### config.mk
export PLATFORM = sky130hd
export DESIGN_NAME = vliw_hdr_ctl
export DESIGN_NICKNAME = d
export VERILOG_FILES = /design/src/rtl/vliw_hdr_pkg.sv /design/src/rtl/slot_reserve.sv /design/src/rtl/group_mark.sv /design/src/rtl/pred_gate.sv /design/src/rtl/vliw_hdr_ctl.sv
export SDC_FILE = /design/constraint.sdc
export NUM_CORES = 1
export LEC_CHECK = 0
export BUFFER_PORTS_ARGS = -buffer_cell sky130_fd_sc_hd__buf_2
export CAP_MARGIN = 20
export CORE_MARGIN = 2
export CORE_UTILIZATION = 39
export CTS_CLUSTER_SIZE = 14
export DETAILED_ROUTE_END_ITERATION = 8
export PLACE_DENSITY = 0.79
export SYNTH_ARGS = -nofsm -noshare
export SYNTH_HDL_FRONTEND = slang
export SYNTH_SLANG_ARGS = --single-unit
### constraint.sdc
create_clock -name clk -period 1.7 [get_ports clk]
set_input_delay 0.425 -clock clk [delete_from_list [all_inputs] [get_ports clk]]
set_output_delay 0.425 -clock clk [all_outputs]
set_load 0.01 [all_outputs]
### src/rtl/vliw_hdr_pkg.sv
package vliw_hdr_pkg;

    localparam int DEF_SLOTS = 7;
    localparam int DEF_FLAGS = 16;

    typedef enum logic {
        ISSUE_GROUPED    = 1'b0,
        ISSUE_SEQUENTIAL = 1'b1
    } issue_mode_e;

    // Predicate outcome for one selected flag and the block's sense bit.
    function automatic logic pred_pass(input logic flag_bit, input logic inv);
        return flag_bit ^ inv;
    endfunction

endpackage

### src/rtl/slot_reserve.sv
module slot_reserve #(
    parameter int NUM_SLOTS = 7,
    parameter int CNT_W     = 3
) (
    input  logic [CNT_W-1:0]     reserve_cnt,
    output logic [NUM_SLOTS-1:0] decode_mask
);
    // Slot i stays an instruction while it lies below the reserved tail.
    for (genvar i = 0; i < NUM_SLOTS; i++) begin : g_slot
        assign decode_mask[i] = (32'(i) + 32'(reserve_cnt)) < 32'(NUM_SLOTS);
    end
endmodule

### src/rtl/group_mark.sv
module group_mark
    import vliw_hdr_pkg::*;
#(
    parameter int NUM_SLOTS = 7
) (
    input  logic [NUM_SLOTS-1:0] decode_mask,
    input  logic [NUM_SLOTS-1:0] brk_bits,
    input  issue_mode_e          mode,
    output logic [NUM_SLOTS-1:0] group_start
);
    logic force_split;
    assign force_split = (mode == ISSUE_SEQUENTIAL);

    for (genvar i = 0; i < NUM_SLOTS; i++) begin : g_slot
        if (i == 0) begin : g_first
            assign group_start[i] = decode_mask[i];
        end else begin : g_rest
            assign group_start[i] = decode_mask[i] & (brk_bits[i] | force_split);
        end
    end
endmodule

### src/rtl/pred_gate.sv
module pred_gate
    import vliw_hdr_pkg::*;
#(
    parameter int NUM_SLOTS = 7,
    parameter int NUM_FLAGS = 16,
    localparam int SEL_W    = $clog2(NUM_FLAGS)
) (
    input  logic [NUM_FLAGS-1:0] flag_reg,
    input  logic [SEL_W-1:0]     flag_sel,
    input  logic                 sense,
    input  logic [NUM_SLOTS-1:0] pred_bits,
    input  logic [NUM_SLOTS-1:0] decode_mask,
    output logic [NUM_SLOTS-1:0] exec_en
);
    logic cond_ok;
    assign cond_ok = pred_pass(flag_reg[flag_sel], sense);

    for (genvar i = 0; i < NUM_SLOTS; i++) begin : g_slot
        assign exec_en[i] = decode_mask[i] & (~pred_bits[i] | cond_ok);
    end
endmodule

### src/rtl/vliw_hdr_ctl.sv
module vliw_hdr_ctl
    import vliw_hdr_pkg::*;
#(
    parameter int NUM_SLOTS = DEF_SLOTS,
    parameter int NUM_FLAGS = DEF_FLAGS,
    localparam int SEL_W    = $clog2(NUM_FLAGS),
    localparam int CNT_W    = $clog2(NUM_SLOTS + 1)
) (
    input  logic                 clk,
    input  logic                 rst,
    input  logic                 hdr_valid,
    input  logic                 seq_mode,
    input  logic [NUM_SLOTS-1:0] brk_bits,
    input  logic [NUM_SLOTS-1:0] pred_bits,
    input  logic [SEL_W-1:0]     flag_sel,
    input  logic                 sense,
    input  logic [CNT_W-1:0]     reserve_cnt,
    input  logic                 alt_in,
    input  logic [NUM_FLAGS-1:0] flag_reg,
    output logic                 out_valid,
    output logic [NUM_SLOTS-1:0] decode_mask,
    output logic [NUM_SLOTS-1:0] group_start,
    output logic [NUM_SLOTS-1:0] exec_en,
    output logic                 alt_out
);
    typedef struct packed {
        logic [NUM_SLOTS-1:0] dec;
        logic [NUM_SLOTS-1:0] grp;
        logic [NUM_SLOTS-1:0] exe;
        logic                 alt;
    } slot_ctl_t;

    issue_mode_e          mode;
    logic [NUM_SLOTS-1:0] dec_d, grp_d, exe_d;
    slot_ctl_t            ctl_d, ctl_q;
    logic                 vld_q;

    assign mode = seq_mode ? ISSUE_SEQUENTIAL : ISSUE_GROUPED;

    slot_reserve #(.NUM_SLOTS(NUM_SLOTS), .CNT_W(CNT_W)) u_reserve (
        .reserve_cnt (reserve_cnt),
        .decode_mask (dec_d)
    );

    group_mark #(.NUM_SLOTS(NUM_SLOTS)) u_group (
        .decode_mask (dec_d),
        .brk_bits    (brk_bits),
        .mode        (mode),
        .group_start (grp_d)
    );

    pred_gate #(.NUM_SLOTS(NUM_SLOTS), .NUM_FLAGS(NUM_FLAGS)) u_pred (
        .flag_reg    (flag_reg),
        .flag_sel    (flag_sel),
        .sense       (sense),
        .pred_bits   (pred_bits),
        .decode_mask (dec_d),
        .exec_en     (exe_d)
    );

    always_comb begin
        ctl_d.dec = dec_d;
        ctl_d.grp = grp_d;
        ctl_d.exe = exe_d;
        ctl_d.alt = alt_in;
    end

    always_ff @(posedge clk) begin
        if (rst) begin
            ctl_q <= '0;
            vld_q <= 1'b0;
        end else begin
            vld_q <= hdr_valid;
            if (hdr_valid) ctl_q <= ctl_d;
        end
    end

    assign out_valid   = vld_q;
    assign decode_mask = ctl_q.dec;
    assign group_start = ctl_q.grp;
    assign exec_en     = ctl_q.exe;
    assign alt_out     = ctl_q.alt;


    decode_count_chk: assert property (@(posedge clk) disable iff (rst)
        hdr_valid |=> ($countones(decode_mask) == NUM_SLOTS - int'($past(reserve_cnt))));


    reserved_quiet_chk: assert property (@(posedge clk) disable iff (rst)
        out_valid |-> (((group_start | exec_en) & ~decode_mask) == '0));


    first_slot_group_chk: assert property (@(posedge clk) disable iff (rst)
        (out_valid && decode_mask[0]) |-> group_start[0]);


    seq_split_chk: assert property (@(posedge clk) disable iff (rst)
        (hdr_valid && seq_mode) |=> (group_start == decode_mask));


    unpred_enable_chk: assert property (@(posedge clk) disable iff (rst)
        hdr_valid |=> ((~$past(pred_bits) & decode_mask & ~exec_en) == '0));


    valid_pulse_chk: assert property (@(posedge clk) disable iff (rst)
        hdr_valid |=> out_valid);


    valid_idle_chk: assert property (@(posedge clk) disable iff (rst)
        !hdr_valid |=> (!out_valid && $stable(decode_mask) && $stable(exec_en)));

endmodule

==> impl_metrics.env, run 1 <==
export IMPL_numCtsBuffers=3
export IMPL_slew_headroom_pct=63.5
export IMPL_n_antenna_cell=0
export IMPL_preCtsSetupSlack_ns=-0.268
export IMPL_core_um2=2780
export IMPL_maxCapViolCount=0
export IMPL_synthArstFlopShare_pct=0
export IMPL_grt_pass1_vias=1060
export IMPL_dp_cells=214
export IMPL_power_frac_comb_pct=25.2
export IMPL_cts_sinks=22
export IMPL_seqPwrFrac_pct=50.5
export IMPL_row_count=19
export IMPL_drt_wirelength_per_cell_um=12.3
export IMPL_fp_dieW_um=58.5
export IMPL_gp_congestion=0.755
export IMPL_cp_end_kind="flip-flop"
export IMPL_p_int_uw=823
export IMPL_ys_seq_elements=22
export IMPL_die_h_um=58.5
export IMPL_min_path_type="in -> reg"
export IMPL_syn_nets=173
export IMPL_syn_to_final_growth_pct=35.2
export IMPL_antenna_found_initial=0
export IMPL_synth_common_cells="dfxtp_1 (22), nand2b_1 (17), a21oi_1 (13), mux2i_1 (12)"
export IMPL_fill_cells=250
export IMPL_cts_tree="yes"
export IMPL_cp_arrival_ns=1.79
export IMPL_htreeDepth=1
export IMPL_ys_flop_type="dfxtp_1"
export IMPL_syn_inst=124
export IMPL_postLayoutCoreUtil_pct=56.3
export IMPL_synth_top_area_cell="dfxtp_1"
export IMPL_cts_buffer_depth=2
export IMPL_num_io_pins=66
export IMPL_crit_path_cell_trace="buf_2 -> mux2i_1 -> mux4_2 -> mux2i_4 -> xnor2_4 -> a31oi_1"
export IMPL_setup_worst_path_class="in -> reg"
export IMPL_synth_top_area_share_pct=38.0
export IMPL_path_max_fanout=8
export IMPL_crit_slowest_cell="mux4_2"
export IMPL_startpoint_type="input port"
export IMPL_vdd_drop_max_mv=0.418
export IMPL_final_cells=218
export IMPL_worst_slew_pin_slew_ns=0.543
export IMPL_dieArea_um2=3420
export IMPL_drt_pass1_iterations=3
export IMPL_crit_buf_inv=1
export IMPL_synth_edf_count=0
export IMPL_clk_latency_ns=0.30
export IMPL_p_sw_share_pct=26.5
export IMPL_setup_violations=0
export IMPL_start_util_pct=41.7
export IMPL_ctsHoldBuffers=0
export IMPL_status="finished, final reports clean"
export IMPL_post_cts_setup_buffers=0
export IMPL_track_usage_pct=16.3
export IMPL_p_leak_nw=0.773
export IMPL_power_density_nw_per_um2=715
export IMPL_fin_skew_ns=0
export IMPL_yosysSeqAreaShare_pct=38.0
export IMPL_wl_um=2680
export IMPL_hold_slack_ns=0.306
export IMPL_dr_first_iter_drc_count=27
export IMPL_power_frac_clock_pct=24.3
export IMPL_setup_slack_ns=0.0878
export IMPL_ant_nets=0
export IMPL_dp_hpwl_um=2150
export IMPL_via_per_inst=5.07
export IMPL_clk_pin_slew_worst_paths_ns=0.12
export IMPL_hold_violations=0
export IMPL_yosysMostFrequentCell="dfxtp_1"
export IMPL_grt_overflow_total=0
export IMPL_nNetsFinal=237
export IMPL_vias=1105
export IMPL_cp_required_ns=1.88
export IMPL_path_delay_family="multiplexers"
export IMPL_grt_pass1_wl_um=4360
export IMPL_max_freq_mhz=620
export IMPL_maxSlewViolCount=0
export IMPL_critPathMaxStageDelay_ns=0.51
export IMPL_drive_above_1_share_pct=40.1
export IMPL_netlist_area_um2=1160
export IMPL_p_switching_uw=297
export IMPL_io_buffers=64
export IMPL_synth_top_cells_by_area="dfxtp_1 (38%), mux2i_1 (10%), nand2b_1 (9.2%)"
export IMPL_synth_cell_type_count=24
export IMPL_avgSynthCellArea_um2=9.34
export IMPL_grt_max_degree=25
export IMPL_post_route_min_period_ns=1.61
export IMPL_root_buffer="clkbuf_4"
export IMPL_drcViolationCount=0
export IMPL_ys_warn_count=0
export IMPL_fin_crit_sh_pct=94.8
-- timing repair --
action                                  4_1_cts  5_1_grt
resized for setup                             0        2
endpoints found under the hold margin         0        0
endpoints found under the setup margin        0        7
-- power by group through the flow --
stage          combinational, mW  clock (mW)  sequential (mW)
2_1_floorplan              0.142           0            0.594
3_3_place_gp               0.261           0            0.576
3_5_place_dp               0.269           0            0.577
4_1_cts                    0.270       0.283            0.566
5_1_grt                    0.312       0.297            0.570
6_report                   0.282       0.273            0.565
-- kinds of logic after synthesis --
family | after synthesis | synth area share (%)
fa+ha+maj | 6 | 6.48
flops | 22 | 38.0
simple gates | 36 | 17.5
compound gates | 35 | 18.8
mux | 14 | 14.3
xor+xnor | 1 | 0.756
buf+inv | 10 | 4.21
-- flip-flops by register name (all words and copies together) (netlist names) --
register / count
exec_en: 7
decode_mask: 7
out_valid: 1
group_start: 6
alt_out: 1
-- routing by layer --
layer / up-vias / routed length (um) / track usage, %
met5: - / 0 / 0
met4: 0 / 31 / 5.98
met3: 4 / 216 / 1.76
met1: 486 / 1110 / 19.1
li1: 566 / - / -
met2: 49 / 1320 / 30.2
-- worst reg2reg max path, stage by stage (launching register included) --
cell and delay [ns]:
dfxtp_1 0.35, nand2b_1 0.08, a21o_1 0.18, a31oi_1 0.13
-- cells in the final DEF, fill, tap and decap left out, types with 2 or more instances in the layout --
cell type | netlist | layout
buf_2 | 0 | 64
dfxtp_1 | 22 | 22
nand2b_1 | 17 | 17
a21oi_1 | 13 | 13
mux2i_1 | 12 | 11
nand2_1 | 6 | 6
a21o_1 | 6 | 6
a31oi_1 | 6 | 6
ha_1 | 6 | 6
o21bai_1 | 5 | 5
nor2_1 | 5 | 5
nor3b_1 | 3 | 3
clkbuf_4 | 0 | 3
buf_4 | 1 | 3
inv_1 | 2 | 2
nand3_1 | 2 | 2
mux4_2 | 2 | 2
o211ai_1 | 2 | 2
nor2b_1 | 2 | 2
o21ai_1 | 0 | 2
-- metrics by stage --
step / power, mW / instance area (um2) / setup TNS [ns]
floorplan: 0.736 / 1180 / -0.216
global placement: 0.837 / 1510 / -1.34
detailed placement: 0.847 / 1510 / -1.81
CTS: 1.12 / 1550 / 0
global route: 1.18 / 1570 / -0.0127
finish: 1.12 / 1570 / 0
-- final cells by class --
class                           instances  area [um2]  area share, %
Tap cell                               31        38.8           2.48
Sequential cell                        22         440           28.1
Timing Repair Buffer                   67         343           21.9
Inverter                                2        7.51          0.479
Multi-Input combinational cell         92         701           44.7
Clock buffer                            4        36.3           2.32
-- worst paths after layout --
check                               startpoint             end  slack, ns  depth (start not counted)
worst max-delay path               flag_sel[2]      exec_en[2]       0.09                          6
worst max register to register      exec_en[3]      exec_en[3]       0.90                          3
worst min register to register  decode_mask[3]  decode_mask[3]       0.48                          2
worst min-delay path              pred_bits[1]      exec_en[1]       0.31                          2
Note: power is estimated with default switching activity, not from simulation.
==> inputs of run 2 (changes only) <==
- RECOVER_POWER: default -> 25
==> impl_metrics.env, run 2 (synthesized netlist as in run 1, its figures left out) <==
export IMPL_status="finished, final reports clean"
export IMPL_slew_headroom_pct=35.2
export IMPL_placed_cell_area_um2=1510
export IMPL_cp_end_kind="flip-flop"
export IMPL_crit_path_cell_trace="buf_2 -> mux2i_1 -> mux4_2 -> mux2i_4 -> xnor2_4 -> a31oi_1"
export IMPL_gp_congestion=0.755
export IMPL_crit_slowest_cell="mux4_2"
export IMPL_via_per_inst=5.07
export IMPL_drt_wirelength_per_cell_um=12.3
export IMPL_dp_hpwl_um=2150
export IMPL_grt_pass1_wl_um=4360
export IMPL_n_antenna_cell=0
export IMPL_setup_worst_path_class="in -> reg"
export IMPL_htreeDepth=1
export IMPL_p_leak_nw=0.759
export IMPL_cp_required_ns=1.88
export IMPL_clk_pin_slew_worst_paths_ns=0.12
export IMPL_start_util_pct=41.7
export IMPL_clk_latency_ns=0.30
export IMPL_maxCapViolCount=0
export IMPL_fin_crit_sh_pct=94.9
export IMPL_power_density_nw_per_um2=717
export IMPL_final_cell_area_um2=1560
export IMPL_drt_pass1_iterations=3
export IMPL_track_usage_pct=16.3
export IMPL_io_buffers=64
export IMPL_min_path_type="in -> reg"
export IMPL_core_um2=2780
export IMPL_die_h_um=58.5
export IMPL_drcViolationCount=0
export IMPL_vdd_drop_max_mv=0.418
export IMPL_critPathMaxStageDelay_ns=0.51
export IMPL_root_buffer="clkbuf_4"
export IMPL_grt_overflow_total=0
export IMPL_cp_arrival_ns=1.79
export IMPL_cts_tree="yes"
export IMPL_dp_cells=214
export IMPL_worst_slew_pin_slew_ns=0.972
export IMPL_grt_max_degree=25
export IMPL_final_common_cell="buf_2"
export IMPL_startpoint_type="input port"
export IMPL_cts_sinks=22
export IMPL_num_io_pins=66
export IMPL_path_max_fanout=8
export IMPL_post_cts_setup_buffers=0
export IMPL_antenna_found_initial=0
export IMPL_nNetsFinal=237
export IMPL_dieArea_um2=3420
export IMPL_hold_violations=0
export IMPL_hold_slack_ns=0.306
export IMPL_post_route_min_period_ns=1.61
export IMPL_wl_um=2680
export IMPL_final_cells=218
export IMPL_syn_to_final_growth_pct=34.6
export IMPL_ant_nets=0
export IMPL_maxSlewViolCount=0
export IMPL_setup_violations=0
export IMPL_layout_common_cells="buf_2 (61), dfxtp_1 (22), nand2b_1 (17)"
export IMPL_dr_first_iter_drc_count=32
export IMPL_vias=1106
export IMPL_numCtsBuffers=3
export IMPL_grt_pass1_vias=1060
export IMPL_cts_buffer_depth=2
export IMPL_drive_above_1_share_pct=38.0
export IMPL_max_freq_mhz=620
export IMPL_row_count=19
export IMPL_fp_dieW_um=58.5
export IMPL_fin_skew_ns=0
[run 2: where the power goes]
part / leakage [nW] / total [mW] / internal, mW / switching (mW)
Combinational: 0.557 / 0.280 / 0.141 / 0.139
Clock: 0.0210 / 0.273 / 0.130 / 0.142
Sequential: 0.181 / 0.565 / 0.550 / 0.0159
[run 2: per-stage QoR]
step	total power [mW]	util [%]	setup WS [ns]	TNS (ns)
2_1_floorplan	0.736	-	-0.0349	-0.216
3_3_place_gp	0.837	54.3	-0.198	-1.34
3_5_place_dp	0.847	54.3	-0.268	-1.81
4_1_cts	1.12	55.6	0.0517	0
5_1_grt	1.18	56.1	-0.00771	-0.0127
6_report	1.12	56.1	0.0869	0
[run 2: worst paths after layout]
| check | from | to | slack, ns | cells past startpoint |
|---|---|---|---|---|
| setup reg to reg | exec_en[3] | exec_en[3] | 0.90 | 3 |
| hold / removal | pred_bits[1] | exec_en[1] | 0.31 | 2 |
| hold reg to reg | decode_mask[3] | decode_mask[3] | 0.48 | 2 |
| setup / recovery | flag_sel[2] | exec_en[2] | 0.09 | 6 |
[run 2: repair_timing]
| item | CTS | global route |
|---|---|---|
| hold buffers | 0 | 0 |
| endpoints found under the setup margin | 0 | 7 |
| gates resized for setup | 0 | 2 |
[run 2: critical path: cells and delay by family]
kind / cells / cell delay [ns]
AOI/OAI and AO/OA: 1 / 0.11
xor gates and xnor gates: 1 / 0.18
buffers and inverters: 1 / 0.21
muxes: 3 / 0.85
[run 2: layout make-up]
type                       instances  area [um2]
clock buffer                       4        36.3
fill                             255        1220
inverter                           2        7.51
multi-input combinational         92         701
sequential                        22         440
tap                               31        38.8
timing repair buffer              67         335
[run 2: metal layers]
layer | vias up | wire [um] | track usage, % | share of wire [%]
li1 | 566 | - | - | -
met1 | 487 | 1110 | 19.1 | 41
met2 | 49 | 1320 | 30.2 | 49
met3 | 4 | 214 | 1.76 | 8.0
met4 | 0 | 31 | 5.98 | 1.2
met5 | - | 0 | 0 | 0
==> inputs of run 3 (changes only) <==
- GPL_TIMING_DRIVEN: default -> 0
- MAX_ROUTING_LAYER: default -> met4
==> impl_metrics.env, run 3 (synthesized netlist as in run 1, its figures left out) <==
export IMPL_status="finished, final reports clean"
export IMPL_root_buffer="clkbuf_4"
export IMPL_power_frac_clock_pct=25.5
export IMPL_drcViolationCount=0
export IMPL_start_util_pct=41.7
export IMPL_cp_required_ns=1.88
export IMPL_path_delay_family="multiplexers"
export IMPL_placed_cell_area_um2=1530
export IMPL_setup_slack_ns=0.173
export IMPL_setup_violations=0
export IMPL_drt_wirelength_per_cell_um=12.4
export IMPL_grt_setup_unrepaired="false"
export IMPL_n_antenna_cell=0
export IMPL_reg2regPathDepth=3
export IMPL_slew_headroom_pct=63.7
export IMPL_numCtsBuffers=3
export IMPL_syn_to_final_growth_pct=33.8
export IMPL_worstReg2RegEnd="exec_en[5]"
export IMPL_ctsHoldBuffers=0
export IMPL_power_density_nw_per_um2=722
export IMPL_cts_buffer_depth=2
export IMPL_grt_max_degree=13
export IMPL_nNetsFinal=240
export IMPL_p_sw_share_pct=27.3
export IMPL_hold_violations=0
export IMPL_cts_tree="yes"
export IMPL_final_cell_area_um2=1550
export IMPL_rrSetupSlack_ns=0.91
export IMPL_critPathMaxStageDelay_ns=0.47
export IMPL_maxSlewViolCount=0
export IMPL_dr_first_iter_drc_count=41
export IMPL_layout_common_cells="buf_2 (51), dfxtp_1 (22), nand2b_1 (17)"
export IMPL_seqPwrFrac_pct=50.6
export IMPL_hold_path_end="exec_en[1]"
export IMPL_power_frac_comb_pct=23.9
export IMPL_drive_above_1_share_pct=32.1
export IMPL_max_freq_mhz=655
export IMPL_grt_overflow_total=0
export IMPL_cts_sinks=22
export IMPL_preCtsSetupSlack_ns=-0.180
export IMPL_grt_pass1_vias=1077
export IMPL_vdd_drop_max_mv=0.423
export IMPL_track_usage_pct=17.6
export IMPL_p_leak_nw=0.728
export IMPL_path_max_fanout=8
export IMPL_antenna_found_initial=0
export IMPL_row_count=19
export IMPL_htreeDepth=1
export IMPL_gp_congestion=0.824
export IMPL_fp_dieW_um=58.5
export IMPL_crit_start="flag_sel[2]"
export IMPL_wl_um=2740
export IMPL_ant_nets=0
export IMPL_crit_path_cell_trace="buf_12 -> mux2i_1 -> mux4_2 -> mux2i_2 -> xnor2_2 -> a31oi_1"
export IMPL_post_cts_setup_buffers=0
export IMPL_fill_cells=264
export IMPL_p_int_uw=814
export IMPL_fin_skew_ns=0
export IMPL_cp_end_kind="flip-flop"
export IMPL_drt_pass1_iterations=4
export IMPL_cp_depth=6
export IMPL_cp_arrival_ns=1.71
export IMPL_via_per_inst=5.08
export IMPL_clk_latency_ns=0.31
export IMPL_dieArea_um2=3420
export IMPL_fin_crit_sh_pct=89.8
export IMPL_hold_slack_ns=0.289
export IMPL_maxCapViolCount=0
export IMPL_power_total_mw=1.12
export IMPL_crit_slowest_cell="mux4_2"
export IMPL_min_path_type="in -> reg"
export IMPL_crit_buf_inv=1
export IMPL_cts_resized=0
export IMPL_dp_hpwl_um=2230
export IMPL_p_switching_uw=306
export IMPL_die_h_um=58.5
export IMPL_grt_pass1_wl_um=4450
export IMPL_num_io_pins=66
export IMPL_startpoint_type="input port"
export IMPL_post_route_min_period_ns=1.53
export IMPL_io_buffers=62
export IMPL_core_um2=2780
export IMPL_hold_path_depth=2
export IMPL_vias=1122
export IMPL_setup_worst_path_class="in -> reg"
export IMPL_clk_pin_slew_worst_paths_ns=0.12
export IMPL_r2r_start="exec_en[5]"
export IMPL_final_common_cell="buf_2"
export IMPL_worst_slew_pin_slew_ns=0.539
export IMPL_hold_start="pred_bits[1]"
## run 3: cell count changes in the layout (fill, tap and decap cells not counted), sizes merged
| cell | before | now |
|---|---|---|
| buf | 63 | 54 |
| clkbuf | 8 | 20 |
## run 3: per-stage QoR
step / util, % / setup TNS, ns / instances
floorplan: - / -0.216 / 124
global placement: 54.9 / -0.890 / 217
detailed placement: 54.9 / -1.41 / 217
CTS: 56.2 / 0 / 221
global route: 55.7 / 0 / 221
finish: 55.7 / 0 / 221
## run 3: layer usage
metal / share of wire, % / vias to the layer above / global-route usage (%) / routed length (um)
li1: - / 570 / - / -
met1: 42 / 489 / 21.3 / 1160
met2: 46 / 58 / 28.4 / 1260
met3: 9.4 / 5 / 1.76 / 258
met4: 2.1 / 0 / 10.3 / 58
met5: 0 / - / - / 0
## run 3: worst reg2reg max path: stages, from the launching register on
cell and delay [ns]:
dfxtp_1 0.35, nand2b_1 0.07, a21o_1 0.18, a31oi_1 0.13
## run 3: how the worst max path moves through the flow
| stage | slack [ns] | to |
|---|---|---|
| floorplan | -0.03 | exec_en[1] |
| global placement | -0.12 | exec_en[3] |
| detailed placement | -0.18 | exec_en[5] |
| CTS | 0.16 | exec_en[5] |
| global route | 0.06 | group_start[5] |
| finish | 0.17 | exec_en[5] |
## run 3: area by class of cell
type	count	area, um2	share of cell area [%]
Tap cell	31	38.8	2.50
Buffer	8	50.0	3.23
Timing Repair Buffer	62	297	19.1
Clock buffer	4	36.3	2.34
Inverter	2	7.51	0.484
Sequential cell	22	440	28.4
Multi-Input combinational cell	92	681	43.9
## run 3: power groups by stage
stage	Clock (mW)	Combinational (mW)	Sequential [mW]
after floorplan	0	0.142	0.594
after global placement	0	0.266	0.575
after detailed placement	0	0.276	0.578
after CTS	0.293	0.276	0.566
after global routing	0.310	0.299	0.571
final	0.285	0.268	0.566
